--- src/rtl/smpf_pkg.sv ---
package smpf_pkg;
   localparam int ST_THR  = 0;
   localparam int ST_OVR  = 1;
   localparam int ST_UND  = 2;
   localparam int ST_BITS = 3;

   localparam int A_STATUS = 0;
   localparam int A_IRQEN  = 1;
   localparam int A_DMAEN  = 2;
   localparam int A_THR0   = 4;
   localparam int A_LVL0   = 6;
   localparam int A_CNT0   = 8;
endpackage

--- src/rtl/smpf_queue.sv ---
module smpf_queue #(
   parameter int DATA_W = 12,
   parameter int DEPTH  = 64,
   localparam int PW    = $clog2(DEPTH),
   localparam int CW    = PW + 1
) (
   input  logic              clk,
   input  logic              rst_n,
   input  logic              enable,
   input  logic              wr_req,
   input  logic [DATA_W-1:0] wr_data,
   input  logic              rd_req,
   output logic [DATA_W-1:0] rd_data,
   output logic [CW-1:0]     count,
   output logic              fault,
   output logic              live,
   output logic              ovr_ev,
   output logic              und_ev
);
   logic [DATA_W-1:0] mem [DEPTH];
   logic [PW-1:0]     wptr, rptr;
   logic              full, empty, wr_ok, rd_ok;

   assign live   = enable && !fault;
   assign full   = (count == CW'(DEPTH));
   assign empty  = (count == '0);
   assign wr_ok  = live && wr_req && !full;
   assign rd_ok  = live && rd_req && !empty;
   assign ovr_ev = live && wr_req && full;
   assign und_ev = live && rd_req && empty;
   assign rd_data = (live && !empty) ? mem[rptr] : '0;

   always_ff @(posedge clk) begin
      if (wr_ok) mem[wptr] <= wr_data;
   end

   always_ff @(posedge clk or negedge rst_n) begin
      if (!rst_n) begin
         wptr  <= '0;
         rptr  <= '0;
         count <= '0;
         fault <= 1'b0;
      end else if (!enable) begin
         wptr  <= '0;
         rptr  <= '0;
         count <= '0;
         fault <= 1'b0;
      end else begin
         if (wr_ok) wptr <= wptr + 1'b1;
         if (rd_ok) rptr <= rptr + 1'b1;
         count <= count + CW'(wr_ok) - CW'(rd_ok);
         if (ovr_ev || und_ev) fault <= 1'b1;
      end
   end

   assert_count_bound_R2: assert property (@(posedge clk) disable iff (!rst_n)
      count <= CW'(DEPTH));
   assert_fault_hold_R8: assert property (@(posedge clk) disable iff (!rst_n)
      (enable && fault) |=> (fault || !enable));
   assert_fault_frozen_R8: assert property (@(posedge clk) disable iff (!rst_n)
      (enable && fault && $past(enable && fault)) |-> $stable(count));
   assert_disable_clear_R9: assert property (@(posedge clk) disable iff (!rst_n)
      !enable |=> (count == '0 && !fault));
endmodule

--- src/rtl/smpf_csr.sv ---
module smpf_csr
   import smpf_pkg::*;
#(
   parameter int NQ     = 2,
   parameter int CW     = 7,
   parameter int LVL_W  = 6,
   parameter int REG_AW = 4,
   parameter int REG_DW = 16,
   localparam int SW    = NQ * ST_BITS
) (
   input  logic                   clk,
   input  logic                   rst_n,
   input  logic                   reg_we,
   input  logic [REG_AW-1:0]      reg_addr,
   input  logic [REG_DW-1:0]      reg_wdata,
   output logic [REG_DW-1:0]      reg_rdata,
   input  logic [NQ-1:0][CW-1:0]  q_count,
   input  logic [NQ-1:0]          q_live,
   input  logic [NQ-1:0]          q_ovr,
   input  logic [NQ-1:0]          q_und,
   output logic                   irq,
   output logic [NQ-1:0]          dma_req
);
   logic [SW-1:0]              status, irq_en, st_set, st_clr;
   logic [NQ-1:0]              dma_en;
   logic [NQ-1:0][LVL_W-1:0]   thr, lvl;
   logic                       unused_wdata;

   assign unused_wdata = ^reg_wdata;
   assign st_clr = (reg_we && reg_addr == REG_AW'(A_STATUS)) ? reg_wdata[SW-1:0] : '0;
   assign irq    = |(status & irq_en);

   for (genvar q = 0; q < NQ; q++) begin : g_q
      assign st_set[q*ST_BITS+ST_THR] = (q_count[q] >= CW'(thr[q]));
      assign st_set[q*ST_BITS+ST_OVR] = q_ovr[q];
      assign st_set[q*ST_BITS+ST_UND] = q_und[q];
      assign dma_req[q] = dma_en[q] && q_live[q] && (q_count[q] >= CW'(lvl[q]));

      assert_ovr_flag_R6: assert property (@(posedge clk) disable iff (!rst_n)
         q_ovr[q] |=> status[q*ST_BITS+ST_OVR]);
      assert_und_flag_R7: assert property (@(posedge clk) disable iff (!rst_n)
         q_und[q] |=> status[q*ST_BITS+ST_UND]);
   end

   for (genvar b = 0; b < SW; b++) begin : g_bit
      assert_sticky_R4: assert property (@(posedge clk) disable iff (!rst_n)
         (status[b] && !st_clr[b]) |=> status[b]);
   end

   always_ff @(posedge clk or negedge rst_n) begin
      if (!rst_n) begin
         status <= '0;
         irq_en <= '0;
         dma_en <= '0;
         thr    <= '1;
         lvl    <= '1;
      end else begin
         status <= (status & ~st_clr) | st_set;
         if (reg_we && reg_addr == REG_AW'(A_IRQEN)) irq_en <= reg_wdata[SW-1:0];
         if (reg_we && reg_addr == REG_AW'(A_DMAEN)) dma_en <= reg_wdata[NQ-1:0];
         for (int q = 0; q < NQ; q++) begin
            if (reg_we && reg_addr == REG_AW'(A_THR0 + q)) thr[q] <= reg_wdata[LVL_W-1:0];
            if (reg_we && reg_addr == REG_AW'(A_LVL0 + q)) lvl[q] <= reg_wdata[LVL_W-1:0];
         end
      end
   end

   always_comb begin
      reg_rdata = '0;
      if (reg_addr == REG_AW'(A_STATUS)) reg_rdata[SW-1:0] = status;
      if (reg_addr == REG_AW'(A_IRQEN))  reg_rdata[SW-1:0] = irq_en;
      if (reg_addr == REG_AW'(A_DMAEN))  reg_rdata[NQ-1:0] = dma_en;
      for (int q = 0; q < NQ; q++) begin
         if (reg_addr == REG_AW'(A_THR0 + q)) reg_rdata[LVL_W-1:0] = thr[q];
         if (reg_addr == REG_AW'(A_LVL0 + q)) reg_rdata[LVL_W-1:0] = lvl[q];
         if (reg_addr == REG_AW'(A_CNT0 + q)) reg_rdata[CW-1:0]    = q_count[q];
      end
   end
endmodule

--- src/rtl/smpf_pair.sv ---
module smpf_pair
   import smpf_pkg::*;
#(
   parameter int DATA_W = 12,
   parameter int DEPTH  = 64,
   parameter int LVL_W  = 6,
   parameter int RD_AW  = 8,
   parameter int REG_AW = 4,
   parameter int REG_DW = 16
) (
   input  logic              clk,
   input  logic              rst_n,
   input  logic              mod_en,
   output logic              idle,
   input  logic              smp_we,
   input  logic              smp_sel,
   input  logic [DATA_W-1:0] smp_data,
   input  logic              rd_en,
   input  logic [RD_AW-1:0]  rd_addr,
   output logic [DATA_W-1:0] rd_data,
   input  logic              reg_we,
   input  logic [REG_AW-1:0] reg_addr,
   input  logic [REG_DW-1:0] reg_wdata,
   output logic [REG_DW-1:0] reg_rdata,
   output logic              irq,
   output logic [1:0]        dma_req
);
   localparam int NQ = 2;
   localparam int PW = $clog2(DEPTH);
   localparam int CW = PW + 1;

   if (DEPTH != (1 << PW)) begin : g_chk_depth
      $error("smpf_pair: DEPTH must be a power of two");
   end
   if (LVL_W > CW) begin : g_chk_lvl
      $error("smpf_pair: LVL_W wider than the word count");
   end
   if (REG_DW < NQ * ST_BITS || REG_DW < CW || RD_AW < 1) begin : g_chk_bus
      $error("smpf_pair: register or read bus too narrow");
   end

   logic [NQ-1:0][CW-1:0]     q_count;
   logic [NQ-1:0][DATA_W-1:0] q_data;
   logic [NQ-1:0]             q_live, q_fault, q_ovr, q_und;
   logic                      rd_sel;
   logic                      unused_rd_low;

   assign rd_sel        = rd_addr[RD_AW-1];
   assign unused_rd_low = ^{rd_addr, q_fault};
   assign idle          = !mod_en;
   assign rd_data       = q_data[rd_sel];

   for (genvar q = 0; q < NQ; q++) begin : g_queue
      smpf_queue #(.DATA_W(DATA_W), .DEPTH(DEPTH)) u_queue (
         .clk     (clk),
         .rst_n   (rst_n),
         .enable  (mod_en),
         .wr_req  (smp_we && (smp_sel == 1'(q))),
         .wr_data (smp_data),
         .rd_req  (rd_en && (rd_sel == 1'(q))),
         .rd_data (q_data[q]),
         .count   (q_count[q]),
         .fault   (q_fault[q]),
         .live    (q_live[q]),
         .ovr_ev  (q_ovr[q]),
         .und_ev  (q_und[q])
      );
   end

   smpf_csr #(
      .NQ(NQ), .CW(CW), .LVL_W(LVL_W), .REG_AW(REG_AW), .REG_DW(REG_DW)
   ) u_csr (
      .clk       (clk),
      .rst_n     (rst_n),
      .reg_we    (reg_we),
      .reg_addr  (reg_addr),
      .reg_wdata (reg_wdata),
      .reg_rdata (reg_rdata),
      .q_count   (q_count),
      .q_live    (q_live),
      .q_ovr     (q_ovr),
      .q_und     (q_und),
      .irq       (irq),
      .dma_req   (dma_req)
   );

   assert_dma_gated_R10: assert property (@(posedge clk) disable iff (!rst_n)
      (|dma_req) |-> mod_en);
   assert_idle_empty_R9: assert property (@(posedge clk) disable iff (!rst_n)
      idle |=> (q_count == '0 || mod_en));
endmodule

--- config.mk ---
export PLATFORM = sky130hd
export DESIGN_NAME = smpf_pair
export DESIGN_NICKNAME = d
export VERILOG_FILES = /design/src/rtl/smpf_pkg.sv /design/src/rtl/smpf_queue.sv /design/src/rtl/smpf_csr.sv /design/src/rtl/smpf_pair.sv
export SDC_FILE = /design/constraint.sdc
export NUM_CORES = 2
export LEC_CHECK = 0
export ABC_AREA = 1
export BUFFER_PORTS_ARGS = -buffer_cell sky130_fd_sc_hd__buf_4
export CAP_MARGIN = 20
export CORE_ASPECT_RATIO = 1.1
export CORE_MARGIN = 8
export CORE_UTILIZATION = 55
export CTS_BUF_LIST = sky130_fd_sc_hd__clkbuf_4 sky130_fd_sc_hd__clkbuf_8
export CTS_CLUSTER_SIZE = 14
export DETAILED_ROUTE_END_ITERATION = 6
export PLACE_DENSITY_LB_ADDON = 0.3
export REMOVE_ABC_BUFFERS = 1
export SYNTH_ARGS = -nofsm -noshare
export SYNTH_HDL_FRONTEND = slang
export SYNTH_SLANG_ARGS = --single-unit
--- constraint.sdc ---
create_clock -name clk -period 6.9 [get_ports clk]
set_input_delay 1.035 -clock clk [delete_from_list [all_inputs] [get_ports clk]]
set_output_delay 1.035 -clock clk [all_outputs]
set_load 0.01 [all_outputs]
# --- Yosys cells after proc, flatten, opt, wreduce, memory -nomap -nowiden ---
# Memories as Yosys holds them, arrays and structs flattened.
# Index checks and enable logic that the tools add are counted.
# W data, S select, Z words.
totals:
  memories: 2
  mem_bits_rw: 1536
  elab_cells: 128
  inputBits: 47
  register_bits: 78
  output_inout_bits: 32
op_classes:
  addsub: 8
  n_eq_ne: 16
  n_lt_le_gt_ge: 5
  reduce_logical: 44
  n_mux: 32
  n_bitwise: 6
memory_table:
  columns: ["name", "depth", "word_bits", "read_ports", "rd_clocked_by_memory_dff", "write_ports", "line_no", "rtl"]
  rows:
  - ["g_queue[0].u_queue.mem", 64, 12, 1, 0, 1, "smpf_queue.sv:20", "logic [DATA_W-1:0] mem [DEPTH];"]
  - ["g_queue[1].u_queue.mem", 64, 12, 1, 0, 1, "smpf_queue.sv:20", null]
op_table:
  columns: ["operator", "count"]
  rows:
  - ["$mux W6", 15]
  - ["$mux W12", 4]
  - ["$logic_and A1 B1 Y1", 31]
  - ["$ge A7 B6 Y1", 4]
  - ["$mux W7", 4]
  - ["$add A6 B1 Y6 const B", 4]
  - ["$eq A4 B3 Y1 const B", 4]
  - ["$add A7 B1 Y7", 2]
  - ["$eq A7 B7 Y1 const B", 2]
  - ["$logic_not A7 Y1", 2]
  - ["$sub A7 B1 Y7", 2]
  - ["$and A6 B6 Y6", 2]
  - ["$ne A2 B1 Y1 const B", 6]
  - ["$eq A4 B4 Y1 const B", 2]
  - ["$mux W1", 8]
  - ["$logic_not A1 Y1", 7]
  - ["$not A6 Y6", 1]
  - ["$or A6 B6 Y6", 1]
  - ["$reduce_or A6 Y1", 1]
  - ["$eq A4 B1 Y1 const B", 1]
  - ["$eq A4 B2 Y1 const B", 1]
  - ["$logic_not A4 Y1", 1]
  - ["$logic_or A1 B1 Y1", 2]
  - ["$lt A1 B2 Y1 const B", 1]
  - ["2 further kinds", 3]

# --- Depth between registers and ports, before layout ---
depth:
  depth_word: 10
  depth_mapped: 21
  depth_no_buf: 21

# --- Cells and area by module ---
# From an unflattened synthesis, not the netlist that was laid out.
unflattened:
  hier_cells: 6473
  hier_area_um2: 69466.6
by_module_without_submodules:
  columns: ["module", "cells_per_inst", "area_each_um2", "instances"]
  rows:
  - ["smpf_queue at g_queue[1].u_queue", 3029, 33344.5, 1]
  - ["smpf_queue at g_queue[0].u_queue", 3026, 33179.3, 1]
  - ["smpf_csr", 370, 2751.4, 1]
  - ["smpf_pair", 48, 191.4, 1]

# --- Worst setup path after synthesis ---
# Ideal clock, no wire load.
synth_path:
  path_type: "input to register"
  start: "input mod_en"
  end: "register g_queue[1].u_queue.count[6]"
  path_slack_ns: 3.730
  arrival_time_ns: 3.093
  setup_ns: 0.077
  path_buffers: 0
  path_stages: 18
  path_cell_list: "inv_2 nor2_1 nand2_1 nor2_1 inv_1 nor2_2 ha_1 inv_1 ha_1 inv_1 fa_1 inv_1 nand3_1 nand2_1 a21oi_1 o21bai_1 o21ai_0 a21oi_1"
synth_between:
  elab_chain_cells: 6
synth_rtl:
  columns: ["element", "line_no", "rtl"]
  rows:
  - ["start: declaration", "smpf_pair.sv:13", "input logic mod_en,"]
  - ["$logic_and A1 B1 Y1", "smpf_queue.sv:24", "assign live = enable && !fault;"]
  - ["$logic_and A1 B1 Y1 (2 in a row)", "smpf_queue.sv:27", "assign wr_ok = live && wr_req && !full;"]
  - ["$add A7 B1 Y7", "smpf_queue.sv:51", "count <= count + CW'(wr_ok) - CW'(rd_ok);"]
  - ["$sub A7 B1 Y7", "smpf_queue.sv:51", null]
  - ["$mux W7 *", "smpf_queue.sv:43", "end else if (!enable) begin"]
  - ["end signal: assignment", "smpf_queue.sv:51", null]
  - ["end: declaration", "smpf_queue.sv:14", "output logic [CW-1:0] count,"]
# Mark *: on every way between the ends. The rest lies on a longest branch, timed or not.
# A chain may end at the register's enable or synchronous reset.

# --- Worst setup path in the final report ---
layout_path:
  start: "register g_queue[1].u_queue.rptr[0]"
  end: "output rd_data[11]"
layout_between:
  elab_chain_cells: 4
layout_rtl:
  columns: ["element", "line_no", "rtl"]
  rows:
  - ["start: declaration", "smpf_queue.sv:21", "logic [PW-1:0] wptr, rptr;"]
  - ["start signal: assignment", "smpf_queue.sv:50", "if (rd_ok) rptr <= rptr + 1'b1;"]
  - ["$mem_v2 Z64 W12", null, null]
  - ["$mux W12", "smpf_queue.sv:31", "assign rd_data = (live && !empty) ? mem[rptr] : '0;"]
  - ["$mux W12 (not written as such) (2 in a row)", "smpf_pair.sv:51", "assign rd_data = q_data[rd_sel];"]
  - ["end: declaration", "smpf_pair.sv:20", "output logic [DATA_W-1:0] rd_data,"]
# Every way passes these cells. The select of a mux whose other input is x is not followed.

==> summary.md <==
| Metric | Value |
|---|---|
| Startpoint Class | register |
| Starting DRT DRC Count | approximately 5200 |
| Die Ht | 389 µm |
| Distinct cells, synth | 41 |
| Avg WL per Cell | just over 20 µm |
| Clock Sinks | 1614 |
| Synth Area in Simple Gates | 0.207 |
| Worst Hold Class | primary input to register |
| Vias in the first global route | between 40000 and 50000 |
| Power Density | 273 mW/mm² |
| Synth Area in Adders | 0.00887 |
| Critical path's largest stage delay | 0.91 ns |
| Status | completed |
| Die W | around 350 µm |
| Compound-Gate Fraction of Synth Area | 0.0294 |
| Clk_lat worst skew | 0.94 ns |
| Area growth syn-to-layout | 10.4% |
| Rows | 136 |
| HP Start | rd_addr[7] |
| Final Hold Vio Count | 0 |
| Sequential fraction of the synthesis area | 0.693 |
| Fmax | 172 MHz |
| Max Cap Viol | 0 |
| Area after DPL | 0.0713 mm² |
| CP bufs+invs | 3 |
| CTS tree | done |
| Largest family of logic cells by synthesized area | simple AND/OR/NAND/NOR gates |
| Cell Area, Synth | a little under 0.07 mm² |
| Final min period | 5.82 ns |
| Worst-margin pin slew | 1.20 ns |
| Xor and xnor fraction of the mapped netlist area | 0.000631 |
| Total Power | ~21 mW |
| GPL Wtd Cong | 0.952 |
| Max Slew Vio Count | 0 |
| Critical Path Sink Type | output port |
| Skew final | 0.0349 ns |
| First-pass GRT wire length | 258000 µm |
| CTS clk-pin slew, worst paths | 0.07 ns |
| Max clock buf depth | 3 |
| Worst VDD drop | 0.232 mV |
| Core Util, Final | 0.613 |
| CP required | just under 6 ns |
| Global route overflow | 0 |
| Setup TNS | 0 ns |
| CP Data Arrival Time | 4.79 ns |
| Layout cells sized above 1 | 0.0915 |
| Post-synthesis instance total | 6557 |
| Antenna violations before repair | 2 |
| Crit-path leading delay family | buffers and inverters |
| Worst path most repeated cell | nand2_1 |
| CTS Buf Count | around 230 |
| Final Worst Setup Slack | ~1.1 ns |
| Synth Warn # | 0 |
| Number of synthesized flops with an enable pin | around 1500 |
| DR pass1 iterations | 6 |
| Critical-path cell list | buf_4, buf_4, nand2_1, nand2_1, nand2_1, a21oi_1, nor2_1, nand2_1, nand3_1, nand2_1, nand2_1, nand2_1, buf_4 |
| Synth top area share | 0.664 |
| Worst R2R Start | g_queue[0].u_queue.count[2]$_DFF_PN0_ |
| HPWL after detailed placement | a little under 100000 µm |
| Final instance area | 0.0766 mm² |
| Post-CTS Setup Bufs | 0 |
| Fin crit share | 0.844 |
| Synth cell count leaders | nand2_1 (2123), edfxtp_1 (1536), nand3_1 (837) |
| CP max FO | slightly below 100 |
| Synth area leaders | edfxtp_1 (66%), nand2_1 (11%), nand3_1 (6.0%) |
| Most frequent cell after synthesis | nand2_1 |
| DR vias/cell | 5.55 |
| CTS root buf | clkbuf_8 |
| DRC | 0 |
| Ys flop type | edfxtp_1 |
| Initial Utilization | 0.555 |
| Final net count | 6758 |
| Async S/R FF share, synth | 0.0483 |
| Htree depth | 4 |
| All-layer global routing usage | 0.242 |
| Port Buffers | 52 |
| Setup WS pre-CTS | 1.93 ns |
| Proportion of synthesized area in mux cells | 0 |
| Slew headroom | 0.200 |
| Pin count of the biggest net entering global routing | 241 |
| DRT Wirelength | 172000 µm |
| DIE AREA | 0.138 mm² |
| Post-synth top area cell | edfxtp_1 |
| Yosys reg bits | between 1500 and 2000 |
| Post-route ant nets | 0 |
| Setup Crit Path Kind | register to output port |
| Critical-path top delay cell | buf_4 |
| IO Pins | 79 |
| Worst setup path start | g_queue[1].u_queue.rptr[0]$_DFFE_PN0P_ |
| # setup viols final | 0 |
| Core area | between 0.1 and 0.15 mm² |
| P_leak | 30.4 nW |
| Total number of vias | 47300 |
| RSZ-0062 raised after global routing | false |
| Avg Cell Area, Syn | 10.6 µm² |
## power breakdown
group          switching, mW  internal [mW]  leakage [nW]
sequential             0.114           10.8          14.8
clock                   3.63           4.30          2.55
combinational           1.41          0.589          13.1
total                   5.16           15.7          30.4
## routing by layer
metal,vias up,global-route usage,share of wire
li1,22100,-,-
met1,22600,0.333,0.40
met2,2262,0.384,0.46
met3,350,0.0491,0.10
met4,0,0.0870,0.033
met5,-,0,0
## metrics by stage
| step | hold slack (ns) | std cells |
|---|---|---|
| 2_1_floorplan | 0.453 | 6224 |
| 3_3_place_gp | 0.471 | 8016 |
| 3_5_place_dp | 0.479 | 8041 |
| 4_1_cts | 0.392 | 8469 |
| 5_1_grt | 0.433 | 8517 |
| 6_report | 0.483 | 8520 |
## cells in the final DEF (no fill, tap or decap), drive strengths merged, types with 4 or more instances in the layout
master / netlist / routed
nor2: 467 / 467
clkinvlp: 0 / 7
nand3: 837 / 837
xnor2: 4 / 4
nand2: 2124 / 2124
nor4: 9 / 9
buf: 212 / 208
dfrtp: 54 / 54
a21oi: 89 / 89
nor3: 23 / 23
clkinv: 2 / 101
edfxtp: 1536 / 1536
nand4: 10 / 10
o22ai: 8 / 8
ha: 46 / 46
and3: 37 / 37
o211ai: 74 / 74
o21ai: 163 / 163
dfstp: 24 / 24
clkbuf: 129 / 291
o21bai: 6 / 6
conb: 1 / 9
bufinv: 0 / 22
diode: 0 / 4
inv: 682 / 690
## path summary, 6_finish.rpt
kind,endpoint,slack (ns),cells past startpoint
max,rd_data[11],1.08,13
min,u_csr.status[2]$_DFF_PN0_,0.48,3
max reg2reg,g_queue[0].u_queue.count[6]$_DFF_PN0_,3.08,21
min reg2reg,u_csr.irq_en[5]$_DFFE_PN0P_,0.49,2
max in group asynchronous,g_queue[0].u_queue.rptr[0]$_DFFE_PN0P_,5.23,3
min in group asynchronous,u_csr.status[3]$_DFF_PN0_,0.54,2
## state kept, by name, indices dropped and copies added, names as in the netlist
register               cells
g_queue.u_queue.count     14
g_queue.u_queue.fault      2
g_queue.u_queue.mem     1536
g_queue.u_queue.rptr      12
g_queue.u_queue.wptr      12
u_csr.dma_en               2
u_csr.irq_en               6
u_csr.lvl                 12
u_csr.status               6
u_csr.thr                 12
## worst reg2reg max path, cell delays in order (launching register included)
cell      delay (ns)
dfrtp_1         0.46
inv_1           0.15
ha_1            0.22
nand2_1         0.06
nor2_1          0.06
nand3_1         0.10
nand2_1         0.11
inv_1           0.29
nand2_1         0.29
inv_1           0.30
ha_1            0.29
inv_1           0.05
ha_1            0.17
inv_1           0.07
fa_1            0.38
inv_1           0.09
nand3_1         0.08
nand2_1         0.12
a21oi_1         0.08
o21bai_1        0.15
o21ai_0         0.09
a21oi_1         0.14
## area by class of cell
class	instances	area [µm²]
sequential	1614	48100
timing repair buffer	209	1780
clock inverter	136	1230
inverter	684	2590
multi-input combinational	3926	17200
tap	1656	2070
clock buffer	291	3640
antenna	4	10.0
fill	9603	48500
## logic make-up after synthesis
group / Yosys count
AO/OA/AOI/OAI: 357
buffers and inverters: 1025
XOR/XNOR: 5
AND/OR/NAND/NOR: 3507
flip-flops: 1614
other: 1
adder cells (fa/ha/maj): 48
## repair_timing
| item | in CTS | in global routing |
|---|---|---|
| endpoints found under the hold margin | 20 | 0 |
| setup endpoints to repair | 0 | 0 |
| hold buffers | 1 | 0 |
| resized for setup | 0 | 0 |
No activity file was read; power rests on OpenSTA's default activity.
